File: src/rtl/pwm_gate_pkg.sv
package pwm_gate_pkg;

   typedef struct packed {
      logic en_rise;
      logic saw_wrap;
   } clr_src_t;

   function automatic logic any_clear(input clr_src_t s);
      return s.en_rise | s.saw_wrap;
   endfunction

endpackage

File: src/rtl/pwm_sync.sv
module pwm_sync #(
   parameter int STAGES = 2
) (
   input  logic clk,
   input  logic rst_n,
   input  logic d,
   output logic q
);
   generate
      if (STAGES < 2) begin : g_bad
         $error("pwm_sync needs at least two stages");
      end
   endgenerate

   logic [STAGES-1:0] sr;

   always_ff @(posedge clk or negedge rst_n) begin
      if (!rst_n) sr <= '0;
      else        sr <= {sr[STAGES-2:0], d};
   end

   assign q = sr[STAGES-1];
endmodule

File: src/rtl/pwm_saw.sv
module pwm_saw #(
   parameter int W = 8
) (
   input  logic         clk,
   input  logic         rst_n,
   output logic [W-1:0] cnt,
   output logic         wrap
);
   localparam logic [W-1:0] TOP = {W{1'b1}};

   always_ff @(posedge clk or negedge rst_n) begin
      if (!rst_n) cnt <= '0;
      else        cnt <= cnt + 1'b1;
   end

   assign wrap = (cnt == TOP);

   assert_wrap_to_zero_R2: assert property (@(posedge clk) disable iff (!rst_n)
      (cnt == TOP) |=> (cnt == '0));
   assert_step_by_one_R2: assert property (@(posedge clk) disable iff (!rst_n)
      (cnt != TOP) |=> (cnt == $past(cnt) + 1'b1));
endmodule

File: src/rtl/pwm_oc_latch.sv
module pwm_oc_latch (
   input  logic clk,
   input  logic rst_n,
   input  logic set_req,
   input  logic clr_req,
   output logic latched
);
   always_ff @(posedge clk or negedge rst_n) begin
      if (!rst_n)       latched <= 1'b0;
      else if (set_req) latched <= 1'b1;
      else if (clr_req) latched <= 1'b0;
   end

   assert_set_on_fault_R4: assert property (@(posedge clk) disable iff (!rst_n)
      set_req |=> latched);
   assert_hold_without_edge_R5: assert property (@(posedge clk) disable iff (!rst_n)
      (latched && !clr_req) |=> latched);
   assert_release_on_clean_edge_R6: assert property (@(posedge clk) disable iff (!rst_n)
      (latched && clr_req && !set_req) |=> !latched);
endmodule

File: src/rtl/pwm_oc_gate.sv
module pwm_oc_gate
   import pwm_gate_pkg::*;
#(
   parameter int CNT_W       = 8,
   parameter int SYNC_STAGES = 2
) (
   input  logic             clk,
   input  logic             rst_n,
   input  logic [CNT_W-1:0] speed_cmd,
   input  logic             enable_in,
   input  logic             oc_flag,
   input  logic             brake,
   output logic             drive_ok,
   output logic             oc_latched
);
   generate
      if (CNT_W < 2 || CNT_W > 24) begin : g_bad_w
         $error("CNT_W out of range");
      end
   endgenerate

   logic             en_s, en_prev, oc_s, oc_live, saw_wrap;
   logic [CNT_W-1:0] saw;
   clr_src_t         clr;

   pwm_sync #(.STAGES(SYNC_STAGES)) u_en_sync (
      .clk(clk), .rst_n(rst_n), .d(enable_in), .q(en_s));
   pwm_sync #(.STAGES(SYNC_STAGES)) u_oc_sync (
      .clk(clk), .rst_n(rst_n), .d(oc_flag), .q(oc_s));

   always_ff @(posedge clk or negedge rst_n) begin
      if (!rst_n) en_prev <= 1'b0;
      else        en_prev <= en_s;
   end

   pwm_saw #(.W(CNT_W)) u_saw (
      .clk(clk), .rst_n(rst_n), .cnt(saw), .wrap(saw_wrap));

   assign oc_live      = oc_s & ~brake;
   assign clr.en_rise  = en_s & ~en_prev;
   assign clr.saw_wrap = saw_wrap;

   pwm_oc_latch u_latch (
      .clk(clk), .rst_n(rst_n), .set_req(oc_live),
      .clr_req(any_clear(clr)), .latched(oc_latched));

   assign drive_ok = (speed_cmd < saw) & en_s & ~oc_latched & ~oc_live;

   assert_brake_masks_fault_R7: assert property (@(posedge clk) disable iff (!rst_n)
      (brake && !oc_latched && !en_s) |=> !oc_latched);
endmodule

File: config.mk
export PLATFORM = sky130hd
export DESIGN_NAME = pwm_oc_gate
export DESIGN_NICKNAME = d
export VERILOG_FILES = /design/src/rtl/pwm_gate_pkg.sv /design/src/rtl/pwm_sync.sv /design/src/rtl/pwm_saw.sv /design/src/rtl/pwm_oc_latch.sv /design/src/rtl/pwm_oc_gate.sv
export SDC_FILE = /design/constraint.sdc
export NUM_CORES = 1
export LEC_CHECK = 0
export BUFFER_PORTS_ARGS = -buffer_cell sky130_fd_sc_hd__buf_4
export CORE_UTILIZATION = 45
export CTS_CLUSTER_SIZE = 25
export DETAILED_ROUTE_END_ITERATION = 16
export PLACE_DENSITY = 0.71
export SLEW_MARGIN = 40
export SYNTH_ARGS = -nofsm -noshare
export SYNTH_HDL_FRONTEND = slang
export SYNTH_SLANG_ARGS = --single-unit
File: constraint.sdc
create_clock -name clk -period 2.85 [get_ports clk]
set_input_delay 0.57 -clock clk [delete_from_list [all_inputs] [get_ports clk]]
set_output_delay 0.57 -clock clk [all_outputs]
set_load 0.05 [all_outputs]
==> results of run 1 <==
## worst paths after layout
kind                            startpoint              end  slack (ps)  cells past startpoint
max reg2reg                   u_saw.cnt[0]  u_latch.latched        1670                      4
max                           u_saw.cnt[1]         drive_ok         390                      7
min in group clk           u_en_sync.sr[0]  u_en_sync.sr[1]         360                      0
min                                  rst_n     u_saw.cnt[7]         130                      1
min reg2reg                u_en_sync.sr[0]  u_en_sync.sr[1]         360                      0
max in group asynchronous            rst_n          en_prev        2560                      1
## worst max-delay path, delay by kind of cell (launching register included)
kind                     cells  cell delay [ps]
buffers and inverters        2              310
AO/OA/AOI/OAI                4              650
adder cells (fa/ha/maj)      1              270
flip-flops                   1              390
## power groups by stage
stage	clock, W	sequential (W)	combinational (W)
5_1_grt	0.000151	0.000206	0.0000455
2_1_floorplan	0	0.000215	0.0000133
3_3_place_gp	0	0.000210	0.0000404
4_1_cts	0.000142	0.000206	0.0000413
6_report	0.000137	0.000206	0.0000403
3_5_place_dp	0	0.000210	0.0000412
## sequential cells by signal, indices dropped and copies added, names as in the netlist
register and flops:
u_oc_sync.sr 2, u_en_sync.sr 2, u_latch.latched 1, en_prev 1, u_saw.cnt 8
## layout make-up
class / instances / area (sq um)
fill: 125 / 515
sequential: 14 / 350
timing repair buffer: 14 / 105
clock buffer: 4 / 36.3
inverter: 9 / 33.8
tap: 15 / 18.8
multi-input combinational: 35 / 290
## cell families (layout without fill, tap and decap cells)
family                     after synthesis  after routing
buffers and inverters                    9             27
adders and majority gates                8              8
AOI/OAI and AO/OA                        9              9
xor gates and xnor gates                 6              6
and+or+nand+nor                         12             12
DFF                                     14             14
## per-layer routing
layer	routed length, um	part of all wire [%]	vias up	GRT usage, %
met5	0	0	-	0
met4	0	0	0	2.50
met3	53	5.6	0	8.15
met2	450	47	11	23.8
met1	444	47	209	15.3
li1	-	-	234	-
## metrics by stage
stage / area [sq um] / util [%] / total power, W / worst slack [ps]
after floorplan: 674 / - / 0.000229 / 70.8
after global placement: 798 / 59.1 / 0.000250 / 452
after detailed placement: 798 / 59.1 / 0.000251 / 401
after CTS: 835 / 61.8 / 0.000389 / 352
after global routing: 835 / 61.8 / 0.000403 / 229
final: 835 / 61.8 / 0.000383 / 385
## cells in the final DEF (no fill, tap or decap), drive strengths merged
| master | synthesis | final |
|---|---|---|
| a2111oi | 1 | 1 |
| a211oi | 1 | 1 |
| a31oi | 1 | 1 |
| buf | 0 | 14 |
| clkbuf | 0 | 4 |
| dfrtp | 14 | 14 |
| ha | 8 | 8 |
| inv | 9 | 9 |
| nand2 | 3 | 3 |
| nand2b | 1 | 1 |
| nand3 | 3 | 3 |
| nand3b | 1 | 1 |
| nor2 | 2 | 2 |
| nor4 | 2 | 2 |
| o211a | 1 | 1 |
| o211ai | 1 | 1 |
| o21a | 1 | 1 |
| o21ai | 2 | 2 |
| o31ai | 1 | 1 |
| xnor2 | 5 | 5 |
| xor2 | 1 | 1 |
==> reports/results.md, run 1 <==
| Parameter | Reported |
|---|---|
| Status | completed |
| Critical path class | reg2out |
| Vias per cell | 4.99 |
| Post-synth EDFFs | 0 |
| Critical Path Fanout Max | 4 |
| Highest achievable clock rate | 406 MHz |
| DRT Pass-1 Iters | 2 |
| Startpoint Class | register |
| Worst rel slew slack | 82.1% |
| Top flip-flop cell by instance count after synthesis | sky130_fd_sc_hd__dfrtp_1 |
| Post-synthesis instance area | 674 sq um |
| Number of gates given a new drive strength after cts | 0 |
| DRC viols | 0 |
| Compound-Gate Fraction of Synth Area | 10.6% |
| Initial antenna violation count | 0 |
| Clk Tree Root Cell | sky130_fd_sc_hd__clkbuf_4 |
| Final setup fails | 0 |
| Internal power component | 0.000301 W |
| Final-report max-slew violation count | 0 |
| First-pass GRT wire length | 1440 um |
| N_diodes | 0 |
| Share of cell area taken by muxes after synthesis | 0% |
| Number of buffers inserted by post-CTS setup repair | 0 |
| Delay of the slowest critical-path stage | 390 ps |
| Required time of the critical path | 2280 ps |
| Die outline width | 40.7 um |
| Total number of clock tree sinks | 14 |
| Transition time at the pin with the least slew margin | 266 ps |
| Top-level I/O count | 15 |
| Worst endpoint data arrival time | 1890 ps |
| Iteration-0 DRC count of the detailed router | 3 |
| Total wire length after detailed routing | 948 um |
| Simple logic cell fraction of the synthesized area | 9.83% |
| Warnings from Yosys | 0 |
| Series of cell instances along the critical path | inv_1 -> ha_1 -> o211a_1 -> o31ai_1 -> a31oi_1 -> a2111oi_2 -> buf_4 |
| Worst min path class | in2async |
| Layout Cells excl Fill | 91 |
| Net switching power | 0.0000816 W |
| Post-route fraction of the period consumed by the critical path | 86.5% |
| RePlAce Congestion | 0.698 |
| Top-count cell post-synth | sky130_fd_sc_hd__dfrtp_1 |
| Most frequent cells after synthesis | 14 x sky130_fd_sc_hd__dfrtp_1, 8 x sky130_fd_sc_hd__ha_1, 8 x sky130_fd_sc_hd__inv_1 |
| Initial Utilization | 50.0% |
| Dpl hpwl | 789 um |
| Die area | 0.00166 sq mm |
| Max VDD drop | 316 uV |
| Hold_ws | 127 ps |
| Insertion delay to the later sink of the worst-skew pair | 270 ps |
| Proportion of power drawn by flip-flops and latches | 53.8% |
| Unrepaired setup endpoints after global routing | no |
| Hold buffers post-CTS | 0 |
| Synth area leaders | sky130_fd_sc_hd__dfrtp_1 52%, sky130_fd_sc_hd__ha_1 15%, sky130_fd_sc_hd__xnor2_1 6.5% |
| Final hold violation count | 0 |
| Area of the core | 0.00135 sq mm |
| Number of instances in the synthesized netlist | 58 |
| Switch share | 21.3% |
| Count of nets left with antenna violations after detail routing | 0 |
| Remaining global-route overflow | 0 |
| Cell taking the most area after synthesis | sky130_fd_sc_hd__dfrtp_1 |
| Power per Cell Area | 459 mW/mm^2 |
| Xor-xnor portion of the synthesized cell area | 7.79% |
| Max-cap violations | 0 |
| Total via count after detailed routing | 454 |
| Portion of total power attributed to combinational logic | 10.5% |
| CTS tree | built |
| Critical path's slowest cell | sky130_fd_sc_hd__dfrtp_1 |
| Share of flip-flops with an asynchronous set or reset | 100% |
| Buffers added on ports | 14 |
| Layout cell share with drive strength beyond 1 | 27.6% |
| Final net count | 98 |
| Worst setup EP type | primary output |
| Clock transition time at the flip-flop clock pins of the worst setup and hold paths | 80 ps |
| #FFs+latches synth | 14 |
| Proportion of netlist area held by the largest area contributor | 51.9% |
| GRT Overall Usage | 14.1% |
| Clock Skews | 0.679 ps |
| Number of library cell types mapped by synthesis | 21 |
| Total leakage power | 0.396 nW |
| Post-Synthesis Mean Instance Area | 11.6 sq um |
| Clock Tree Buf Depth | 2 |
| FP Rows | 13 |
| Height of the chip | 40.7 um |
| Share of total power in the clock network | 35.7% |
| Proportion of synthesized chip area in sequential cells | 51.9% |
| Number of placed instances with taps included | 87 |
| Number of H-tree levels | 1 |
| Maximum number of pins on one net before global-route repair | 15 |
| Area Growth Syn to Fin | 23.7% |
| Arithmetic-cell share of the synthesized area counting full adders, half adders and majority gates | 14.8% |
| Routed wire per std cell | 10.4 um |
| Largest family of logic cells by synthesized area | adder cells |
| Setup TNS after final layout | 0 ps |
| Via count of the first global-routing pass | 365 |
| Post-layout minimum cycle time | 2460 ps |
| Total nets after synthesis | 79 |
| Inserted Clock Buffers | 3 |
Power figures use the tool's default switching activity.
==> inputs of run 2 (changes only) <==
--- a/config.mk
+++ b/config.mk
@@ -8,6 +8,6 @@
 export BUFFER_PORTS_ARGS = -buffer_cell sky130_fd_sc_hd__buf_4
-export CORE_UTILIZATION = 45
+export CORE_UTILIZATION = 50
 export CTS_CLUSTER_SIZE = 25
 export DETAILED_ROUTE_END_ITERATION = 16
-export PLACE_DENSITY = 0.71
+export PLACE_DENSITY = 0.78
 export SLEW_MARGIN = 40
==> constraint.sdc (replaced) <==
create_clock -name clk -period 2.85 [get_ports clk]
set_input_delay 0.1425 -clock clk [delete_from_list [all_inputs] [get_ports clk]]
set_output_delay 0.1425 -clock clk [all_outputs]
set_load 0.02 [all_outputs]
==> reports/results.md, run 2 (same netlist as run 1, synthesis figures left out) <==
| Parameter | Reported |
|---|---|
| Status | completed |
| Logic depth of the worst register-to-register path | 4 |
| Placed cell area | 797 sq um |
| Final net count | 101 |
| Layout cell share with drive strength beyond 1 | 25.6% |
| Leading cell types in the layout, fill and taps excluded | 14 x sky130_fd_sc_hd__dfrtp_1, 14 x sky130_fd_sc_hd__buf_4, 8 x sky130_fd_sc_hd__inv_1, 8 x sky130_fd_sc_hd__ha_1, 5 x sky130_fd_sc_hd__xnor2_1 |
| Startpoint Class | register |
| Iteration-0 DRC count of the detailed router | 4 |
| Required time of the critical path | 2710 ps |
| Reg-to-reg critical path startpoint | u_saw.cnt[0] |
| Count of nets left with antenna violations after detail routing | 0 |
| Final hold violation count | 0 |
| Final-report max-slew violation count | 0 |
| Number of H-tree levels | 1 |
| Buffers added on ports | 14 |
| Vias per cell | 5.00 |
| Setup TNS after final layout | 0 ps |
| Initial antenna violation count | 0 |
| Remaining global-route overflow | 0 |
| GRT Overall Usage | 18.3% |
| Unrepaired setup endpoints after global routing | no |
| Area of the core | 0.00119 sq mm |
| Max FFs per register | 8 |
| Inserted Clock Buffers | 3 |
| Register containing the most flip-flops in the final layout | u_saw.cnt |
| N_diodes | 0 |
| Number of gates given a new drive strength after cts | 0 |
| Max VDD drop | 389 uV |
| Total number of clock tree sinks | 14 |
| Power per Cell Area | 412 mW/mm^2 |
| Combined flip-flop and latch cell area | 350 sq um |
| Clk Tree Root Cell | sky130_fd_sc_hd__clkbuf_4 |
| Area Growth Syn to Fin | 26.0% |
| Die area | 0.00150 sq mm |
| Hold_ws | 160 ps |
| Fill cell instance count of the final layout | 103 |
| FP Rows | 12 |
| Max-cap violations | 0 |
| Clock Skews | 4.80 ps |
| Height of the chip | 38.7 um |
| Clock Tree Buf Depth | 2 |
| Insertion delay to the later sink of the worst-skew pair | 270 ps |
| Top-level I/O count | 15 |
| Die outline width | 38.7 um |
| DRC viols | 0 |
| Area of the multi-input gates | 290 sq um |
| Highest achievable clock rate | 506 MHz |
| Clock transition time at the flip-flop clock pins of the worst setup and hold paths | 70 ps |
| Worst setup EP type | primary output |
| Final setup fails | 0 |
| Regs by FF count | u_saw.cnt: 8 flops, u_en_sync.sr: 2 flops, u_oc_sync.sr: 2 flops |
| Initial Utilization | 56.9% |
| Worst reg2reg endpoint | u_latch.latched |
| First-pass GRT wire length | 1720 um |
| Final cell utilization of the core | 71.6% |
| DRT Pass-1 Iters | 2 |
| Total via count after detailed routing | 460 |
| Total wire length after detailed routing | 1070 um |
| Transition time at the pin with the least slew margin | 284 ps |
| Worst min path class | in2reg |
| Total leakage power | 0.401 nW |
| FF-to-FF setup slack | 1700 ps |
| Worst rel slew slack | 80.9% |
| Routed wire per std cell | 11.6 um |
| Critical Path Fanout Max | 4 |
| Maximum number of pins on one net before global-route repair | 15 |
| Area of all placed cells without fillers | 850 sq um |
| Post-route fraction of the period consumed by the critical path | 69.3% |
| Origin of the worst setup path | u_saw.cnt[1] |
| RePlAce Congestion | 0.724 |
| Critical path class | reg2out |
| Count of cells along the worst hold path | 3 |
| Via count of the first global-routing pass | 447 |
| Dpl hpwl | 806 um |
| Post-layout minimum cycle time | 1980 ps |
| Worst endpoint data arrival time | 1830 ps |
| CP Capture Point | drive_ok |
| CTS tree | built |
run 2: cell count changes in the layout (fill, tap and decap cells not counted), sizes merged:
cell	before	now
clkbuf	4	3
dlygate4sd3	0	3
run 2: critical path: stages (launching register included):
cell and delay, ps:
sky130_fd_sc_hd__dfrtp_1 390, sky130_fd_sc_hd__inv_1 60, sky130_fd_sc_hd__ha_1 270, sky130_fd_sc_hd__o211a_1 200, sky130_fd_sc_hd__o31ai_1 80, sky130_fd_sc_hd__a31oi_1 140
sky130_fd_sc_hd__a2111oi_2 220, sky130_fd_sc_hd__buf_4 200
run 2: how the worst min path moves through the flow:
stage	slack, ps	to	start
global placement	-5	u_saw.cnt[7]	rst_n
CTS	160	u_latch.latched	brake
detailed placement	-5	u_saw.cnt[7]	rst_n
floorplan	-150	en_prev	rst_n
global route	180	u_latch.latched	brake
finish	160	u_latch.latched	brake
run 2: repair_timing:
item,4_1_cts,5_1_grt
hold buffers,3,0
setup buffers,0,0
hold endpoints to repair,16,0
run 2: layout make-up:
cell class	instances	area share [%]
timing repair buffer	17	15.9
tap	14	2.06
inverter	9	3.98
sequential	14	41.2
multi-input combinational	35	34.2
clock buffer	3	2.65
run 2: metrics by stage:
step                      power (W)  cells  worst slack [ps]
after CTS                  0.000354     92               866
after floorplan            0.000224     58              1180
after global routing       0.000366     92               697
final                      0.000350     92               875
after global placement     0.000245     86              1200
after detailed placement   0.000246     86              1180
run 2: power by group:
part	internal, W	switching (W)
clock network	0.0000490	0.0000560
logic	0.0000227	0.0000162
registers	0.000204	0.00000237
run 2: routing by layer:
metal,global-route usage [%],wire length (um)
met4,10.3,27
met2,28.3,499
met5,0,0
met3,8.67,59
met1,20.5,483
